**config.mk**
```make
export PLATFORM = sky130hd
export DESIGN_NAME = supply_backup_seq
export DESIGN_NICKNAME = d
export VERILOG_FILES = /design/src/rtl/supmon_pkg.sv /design/src/rtl/supmon_debounce.sv /design/src/rtl/supmon_cond.sv /design/src/rtl/supmon_ctrl.sv /design/src/rtl/supply_backup_seq.sv
export SDC_FILE = /design/constraint.sdc
export NUM_CORES = 1
export LEC_CHECK = 0
export BUFFER_PORTS_ARGS = -buffer_cell sky130_fd_sc_hd__buf_2
export CORE_MARGIN = 2
export CORE_UTILIZATION = 55
export DETAILED_ROUTE_END_ITERATION = 10
export HOLD_SLACK_MARGIN = 0.02
export PLACE_DENSITY = 0.74
export SYNTH_ARGS = -nofsm -noshare
export SYNTH_HDL_FRONTEND = slang
export SYNTH_SLANG_ARGS = --single-unit
```
**constraint.sdc**
```tcl
create_clock -name clk -period 2.4 [get_ports clk]
set_input_delay 0.6 -clock clk [delete_from_list [all_inputs] [get_ports clk]]
set_output_delay 0.6 -clock clk [all_outputs]
set_load 0.01 [all_outputs]
```
**src/rtl/supmon_pkg.sv**
```systemverilog
package supmon_pkg;
  localparam int NUM_FLAGS  = 3;
  localparam int NUM_STATES = 5;
  localparam int FLAG_SW    = 0;
  localparam int FLAG_TRIP  = 1;
  localparam int FLAG_RUN   = 2;

  typedef enum logic [2:0] {
    ST_SEALED     = 3'd0,
    ST_POWERED_OK = 3'd1,
    ST_PROTECTED  = 3'd2,
    ST_ON_BACKUP  = 3'd3,
    ST_RECOVERING = 3'd4
  } state_e;

  // filtered levels and seal, datapath to control
  typedef struct packed {
    logic run;
    logic trip;
    logic sw;
    logic seal;
  } level_t;

  // strobes, control to datapath
  typedef struct packed {
    logic clearSeal;
  } strobe_t;
endpackage

```
**src/rtl/supmon_debounce.sv**
```systemverilog
module supmon_debounce #(
  parameter int CYCLES = 16
) (
  input  logic clk,
  input  logic rstN,
  input  logic din,
  output logic dout
);
  localparam int CNT_W = (CYCLES > 1) ? $clog2(CYCLES) : 1;
  localparam logic [CNT_W-1:0] LAST = CNT_W'(CYCLES - 1);

  logic [1:0]       syncQ;
  logic [CNT_W-1:0] cntQ;

  always_ff @(posedge clk or negedge rstN) begin
    if (!rstN) begin
      syncQ <= '0;
      cntQ  <= '0;
      dout  <= 1'b0;
    end else begin
      syncQ <= {syncQ[0], din};
      if (syncQ[1] == dout) begin
        cntQ <= '0;
      end else if (cntQ == LAST) begin
        dout <= syncQ[1];
        cntQ <= '0;
      end else begin
        cntQ <= cntQ + CNT_W'(1);
      end
    end
  end
endmodule

```
**src/rtl/supmon_cond.sv**
```systemverilog
module supmon_cond
  import supmon_pkg::*;
#(
  parameter int DEBOUNCE_CYCLES = 16
) (
  input  logic                 clk,
  input  logic                 rstN,
  input  logic                 factoryReset,
  input  logic [NUM_FLAGS-1:0] rawFlags,
  input  strobe_t              strobe,
  output level_t               lvl
);
  logic [NUM_FLAGS-1:0] filtered;
  logic                 sealQ;

  for (genvar i = 0; i < NUM_FLAGS; i++) begin : g_flag
    supmon_debounce #(.CYCLES(DEBOUNCE_CYCLES)) u_deb (
      .clk (clk),
      .rstN(rstN),
      .din (rawFlags[i]),
      .dout(filtered[i])
    );
  end

  // seal survives ordinary reset; only the factory input sets it
  always_ff @(posedge clk or posedge factoryReset) begin
    if (factoryReset)         sealQ <= 1'b1;
    else if (strobe.clearSeal) sealQ <= 1'b0;
  end

  always_comb begin
    lvl.run  = filtered[FLAG_RUN];
    lvl.trip = filtered[FLAG_TRIP];
    lvl.sw   = filtered[FLAG_SW];
    lvl.seal = sealQ;
  end
endmodule

```
**src/rtl/supmon_ctrl.sv**
```systemverilog
module supmon_ctrl
  import supmon_pkg::*;
#(
  parameter bit ONE_HOT = 1'b1
) (
  input  logic    clk,
  input  logic    rstN,
  input  level_t  lvl,
  output strobe_t strobe,
  output logic    writeProtect,
  output logic    backupSelect,
  output logic    ready,
  output logic    dataLoss
);
  state_e stCur;
  state_e stNext;

  always_comb begin
    stNext = stCur;
    strobe = '0;
    case (stCur)
      ST_SEALED: begin
        if (!lvl.seal) begin
          stNext = ST_ON_BACKUP;
        end else if (lvl.trip) begin
          strobe.clearSeal = 1'b1;
          stNext = ST_RECOVERING;
        end
      end
      ST_ON_BACKUP:  if (lvl.sw) stNext = ST_RECOVERING;
      ST_RECOVERING: begin
        if (!lvl.sw)      stNext = ST_ON_BACKUP;
        else if (lvl.run) stNext = ST_POWERED_OK;
      end
      ST_POWERED_OK: begin
        if (!lvl.sw)       stNext = ST_ON_BACKUP;
        else if (!lvl.run) stNext = ST_PROTECTED;
      end
      ST_PROTECTED: begin
        if (!lvl.sw)      stNext = ST_ON_BACKUP;
        else if (lvl.run) stNext = ST_POWERED_OK;
      end
      default: stNext = ST_SEALED;
    endcase
  end

  if (ONE_HOT) begin : g_onehot
    logic [NUM_STATES-1:0] ohQ;
    always_ff @(posedge clk or negedge rstN) begin
      if (!rstN) ohQ <= NUM_STATES'(1) << ST_SEALED;
      else       ohQ <= NUM_STATES'(1) << stNext;
    end
    always_comb begin
      stCur = ST_SEALED;
      for (int i = 0; i < NUM_STATES; i++) begin
        if (ohQ[i]) stCur = state_e'(3'(i));
      end
    end
  end else begin : g_binary
    state_e binQ;
    always_ff @(posedge clk or negedge rstN) begin
      if (!rstN) binQ <= ST_SEALED;
      else       binQ <= stNext;
    end
    assign stCur = binQ;
  end

  always_comb begin
    ready        = (stCur == ST_POWERED_OK);
    writeProtect = (stCur != ST_POWERED_OK);
    backupSelect = (stCur == ST_ON_BACKUP) || ((stCur == ST_SEALED) && !lvl.seal);
    dataLoss     = lvl.seal && !lvl.sw;
  end
endmodule

```
**src/rtl/supply_backup_seq.sv**
```systemverilog
module supply_backup_seq
  import supmon_pkg::*;
#(
  parameter int DEBOUNCE_CYCLES = 16,
  parameter bit ONE_HOT         = 1'b1
) (
  input  logic                 clk,
  input  logic                 rstN,
  input  logic                 factoryReset,
  input  logic [NUM_FLAGS-1:0] compFlags,
  output logic                 writeProtect,
  output logic                 backupSelect,
  output logic                 ready,
  output logic                 dataLoss,
  output logic                 sealed
);
  level_t  lvl;
  strobe_t strobe;
  logic    coreRstN;

  assign coreRstN = rstN & ~factoryReset;

  supmon_cond #(.DEBOUNCE_CYCLES(DEBOUNCE_CYCLES)) u_cond (
    .clk         (clk),
    .rstN        (coreRstN),
    .factoryReset(factoryReset),
    .rawFlags    (compFlags),
    .strobe      (strobe),
    .lvl         (lvl)
  );

  supmon_ctrl #(.ONE_HOT(ONE_HOT)) u_ctrl (
    .clk         (clk),
    .rstN        (coreRstN),
    .lvl         (lvl),
    .strobe      (strobe),
    .writeProtect(writeProtect),
    .backupSelect(backupSelect),
    .ready       (ready),
    .dataLoss    (dataLoss)
  );

  assign sealed = lvl.seal;
endmodule

```
# ---- Word-level counts from Yosys, hierarchy flattened
# Index checks and enable logic that the tools add are counted.
dict set report totals {
  regBits 27
  elab_cells 62
}
dict set report classes {
  addsub 3
  eq_ne 11
  shifts 1
  mux 21
  n_bitwise 5
  n_reduce_logical 10
}
# operator n
set ops {}
lappend ops {{2-to-1 mux 3 bit} 8}
lappend ops {{2-to-1 mux 4 bit} 6}
lappend ops {{adder 4 x 1 -> 4 bit (second input constant)} 3}
lappend ops {{equality test 4 bit (second input constant)} 3}
lappend ops {{one-hot mux 3 bit (4 select lines)} 1}
lappend ops {{equality test 3 x 2 -> 1 bit (second input constant)} 2}
lappend ops {{AND reduction 2 bit} 3}
lappend ops {{left shift 1 x 3 -> 5 bit (first input constant)} 1}
lappend ops {{2-to-1 mux 1 bit} 4}
lappend ops {{2-to-1 mux 2 bit} 2}
lappend ops {{inverter 1 bit} 4}
lappend ops {{equality test 1 bit} 3}
lappend ops {{equality test 3 x 1 -> 1 bit (second input constant)} 1}
lappend ops {{equality test 3 bit (second input constant)} 1}
lappend ops {{logical NOT 3 bit} 1}
lappend ops {{!= test 3 x 1 -> 1 bit (second input constant)} 1}
lappend ops {{logical AND 1 bit} 2}
lappend ops {{logical NOT 1 bit} 2}
lappend ops {{OR reduction 2 bit} 1}
lappend ops {{bitwise AND 1 bit} 1}
lappend ops {{logical OR 1 bit} 1}

# ---- Longest topological paths before layout
dict set report logic_depth {
  depth_word 8
  depth_mapped 4
  mapped_depth_nobuf 4
}

# ---- Hierarchy
# From an unflattened synthesis, not the netlist that was laid out.
dict set report unflattened {
  cells_unflattened 82
  hier_area_um2 1113.6
}
# mod n_inst cells_per_inst area_per_inst_um2 seq_area_each_um2
set by_module_without_submodules {}
lappend by_module_without_submodules {supmon_debounce 3 18 270.3 175.2}
lappend by_module_without_submodules {supmon_ctrl 1 23 237.7 100.1}
lappend by_module_without_submodules {supmon_cond 1 4 51.3 26.3}
lappend by_module_without_submodules {supply_backup_seq 1 1 13.8 0.0}

# ---- Least setup slack after synthesis
# No wires, ideal clock.
dict set report synth_path {
  path_type {reg2out}
  from {register u_ctrl.g_onehot.ohQ[4]}
  to {output port ready}
  t_arrival_ns 1.080
  slack_ns 0.720
  path_stages_with_launch 3
  cell_sequence {dfrtp_1 or4b_4 inv_2}
}
dict set report synth_between {
  elab_chain_cells 2
}
# item line_no
set synth_rtl {}
lappend synth_rtl {{start: declaration} supmon_ctrl.sv:48} ;# logic [NUM_STATES-1:0] ohQ;
lappend synth_rtl {{start signal: assignment} supmon_ctrl.sv:50} ;# if (!rstN) ohQ <= NUM_STATES'(1) << ST_SEALED;
lappend synth_rtl {{start signal: assignment} supmon_ctrl.sv:51} ;# else ohQ <= NUM_STATES'(1) << stNext;
lappend synth_rtl {{2-to-1 mux 3 bit} supmon_ctrl.sv:56} ;# if (ohQ[i]) stCur = state_e'(3'(i));
lappend synth_rtl {{equality test 3 x 1 -> 1 bit} supmon_ctrl.sv:69} ;# ready = (stCur == ST_POWERED_OK);
lappend synth_rtl {{end: declaration} supply_backup_seq.sv:13} ;# output logic ready,
# No other way between the ends.

# ---- Worst setup path after layout
# Ends and elaborated chain as after synthesis.

==> results.md <==
* Number of placement rows at 15
* Clock Sinks at 26
* CTS resizes at 0
* Worst rel slew slack at 0.7482
* Status: completed
* Setup TNS at 0 ns
* DRC errors left at 0
* Post-DP HPWL at 1.092 mm
* M1 wire length at 704 um
* Hold Violations, Final at 0
* Area occupied by multi-input gates at ~380 sq um
* Vias in the first global route at 639
* R2R Path End: u_cond.g_flag[1].u_deb.dout
* Post-Route WL at around 1.5 mm
* Crit-path max FO at 6
* Mapped Cells at 83
* Top Ports at 11
* First-pass GRT wire length at between 2 and 3 mm
* Fillers at roughly 140
* Post-synthesis net count at 92
* Die Height at about 48 um
* Post-route clock period utilization at 0.8789
* Final ANT Viol Nets at 0
* Worst Setup End Kind: primary output
* Clk Latency, worst-skew pair at ~0.3 ns
* Hold Slack at between 0.2 and 0.3 ns
* Syn Area/Cell at between 10 and 15 sq um
* Max Cap Violations at 0
* Setup crit start: u_ctrl.g_onehot.ohQ[4]
* DR iter-0 viols at 5
* WL met2 at approximately 730 um
* Met3 WL at between 40 and 50 um
* Leakage at 0.0005638 uW
* Total die area at approximately 0.0023 sq mm
* Final net count at around 110
* GRT Total Usage at 0.1618
* Placer Congestion at 0.7649
* Hold buffer count at cts at 0
* Peak VDD IR at around 0.43 mV
* PD cells at about 610 mW/mm^2
* Unrepaired setup endpoints after global routing: no
* Commonest non-fill, non-tap cells in the layout: dfrtp_1 (25), buf_2 (10), a21oi_1 (7)
* Final Instance Count excl. Fillers at ~120
* Vias at 642
* Tot Pwr at between 700 and 800 uW
* Reg-to-Reg Start: u_cond.g_flag[1].u_deb.cntQ[0]
* Number of H-tree levels at 1
* CP endpoint: ready
* Finished Cell Area at 0.001180 sq mm
* Fmax at 474.1 MHz
* Setup slack, reg-to-reg at between 1 and 1.5 ns
* Pins Over Slew Limit at 0
* Share of post-route cells with drive strength above 1 at 0.2347
* Initial Util at 0.5965
* Hold WC Path Type: in2async
* Worst Tran Pin Value at 0.3746 ns
* CORE AREA at between 0.0015 and 0.002 sq mm
* Die width at approximately 48 um
* Antenna diode instance count at 0
* Storage cell area at between 600 and 700 sq um
* Setup bufs post-CTS at 0
* Router iterations before antenna repair at 4
* Clock transition at the registers of the reported paths at 0.13 ns
* Seq/Total Area, Yosys at 0.6195
* Setup CP Type: reg2out
* Worst EP required at ~1.8 ns
* Vias/cell at 5.220
* Yosys cell types at 22
* Top routing layer in use: met3
* Synth-to-Final Area Change at 12.13%
* DP Area at ~0.0011 sq mm
* Setup crit start kind: flop
* Root Buffer: clkbuf_4
* Overflow after GRT at 0
* TritonCTS Buffers at 3
* CTS tree: done
* Maximum number of pins on one net before global-route repair at 26
* Minimum clock period at roughly 2.1 ns
* Fin Clk Skew at roughly 0.0017 ns
* Commonest non-fill, non-tap cell in the layout: dfrtp_1
* Seq cells post-synth at 26
* Syn Std Cell Area at 0.001052 sq mm
* Worst Reg2Reg Path Length in Cells at 3
* Initial antenna violation count at 0
* Placed instance count at ~120
* IO Port Bufs at 10
* Worst Path Arrival at between 1.5 and 2 ns
* Clock Path Buffers at 2
* WL/cell at 12.02 um
* Ys Warns at 0
* Final-report setup violation count at 0
==> power breakdown <==
part	internal, uW	switching [uW]
Combinational	20.5	22.2
Sequential	455	14.9
Clock	92.5	116
==> cell families (layout without fill, tap and decap cells) <==
kind of cell             Yosys count  after routing  share of synthesized area
adder cells (fa/ha/maj)            3              3                    0.03568
multiplexers                       5              5                    0.05113
flip-flops                        26             26                     0.6195
buffers and inverters              6             21                    0.02140
XOR/XNOR                           6              6                    0.04994
AND/OR/NAND/NOR                   24             24                     0.1486
AO/OA/AOI/OAI                     13             13                    0.07372
==> layout make-up <==
cell class	instances	area share
flip-flops and latches	26	0.5525
multi-input cells	51	0.3224
repair buffers	11	0.04878
clock buffers	4	0.03075
well taps	25	0.02651
inverters	6	0.01909
==> worst max-delay path: stages, from the launching register on <==
cell and delay, ns:
dfrtp_1 0.47, or4b_4 0.57, inv_2 0.05, buf_2 0.11
==> per-stage QoR <==
step,worst slack (ns),util
CTS,0.2724,0.6688
global route,0.2030,0.6688
finish,0.2908,0.6688
detailed placement,0.6377,0.6482
global placement,0.6623,0.6482
floorplan,0.3690,-
==> sequential cells by signal, summed over array words and instances, names as in the netlist <==
| signal | count |
|---|---|
| u_cond.g_flag.u_deb.cntQ | 12 |
| u_cond.g_flag.u_deb.syncQ | 6 |
| u_ctrl.g_onehot.ohQ | 4 |
| u_cond.g_flag.u_deb.dout | 3 |
| u_cond.sealQ | 1 |
==> layer usage <==
layer	GRT usage	vias up
li1	-	322
met1	0.2015	312
met2	0.2827	8
met3	0.03396	0
met4	0.04865	0
met5	0	-
==> worst min-delay path by stage <==
stage | startpoint | endpoint | slack, ns | depth (start not counted)
detailed placement | u_cond.g_flag[0].u_deb.syncQ[0] | u_cond.g_flag[0].u_deb.syncQ[1] | 0.34 | 0
finish | factoryReset | u_cond.sealQ | 0.27 | 2
global placement | u_cond.g_flag[1].u_deb.syncQ[0] | u_cond.g_flag[1].u_deb.syncQ[1] | 0.33 | 0
CTS | factoryReset | u_cond.sealQ | 0.26 | 2
global route | factoryReset | u_cond.sealQ | 0.25 | 2
floorplan | u_cond.g_flag[0].u_deb.syncQ[0] | u_cond.g_flag[0].u_deb.syncQ[1] | 0.33 | 0
==> cells in the mapped netlist <==
cell	instances	area (sq um)
nor4_2	1	12.51
nor2_1	6	22.52
o211a_1	1	10.01
and3_1	1	6.260
a21oi_1	7	35.03
nor3b_1	3	22.52
mux2i_1	2	20.02
xnor2_1	6	52.55
nand4b_1	3	26.28
or4b_4	1	13.76
mux2_2	3	33.78
dfrtp_1	25	625.6
a32o_1	1	10.01
ha_1	3	37.54
o21ai_0	3	15.01
or3_1	1	6.260
nor2b_1	5	31.28
dfstp_2	1	26.28
inv_2	1	3.750
inv_1	5	18.77
a21boi_1	1	7.510
nand3_1	3	15.01
Power figures use the tool's default switching activity.
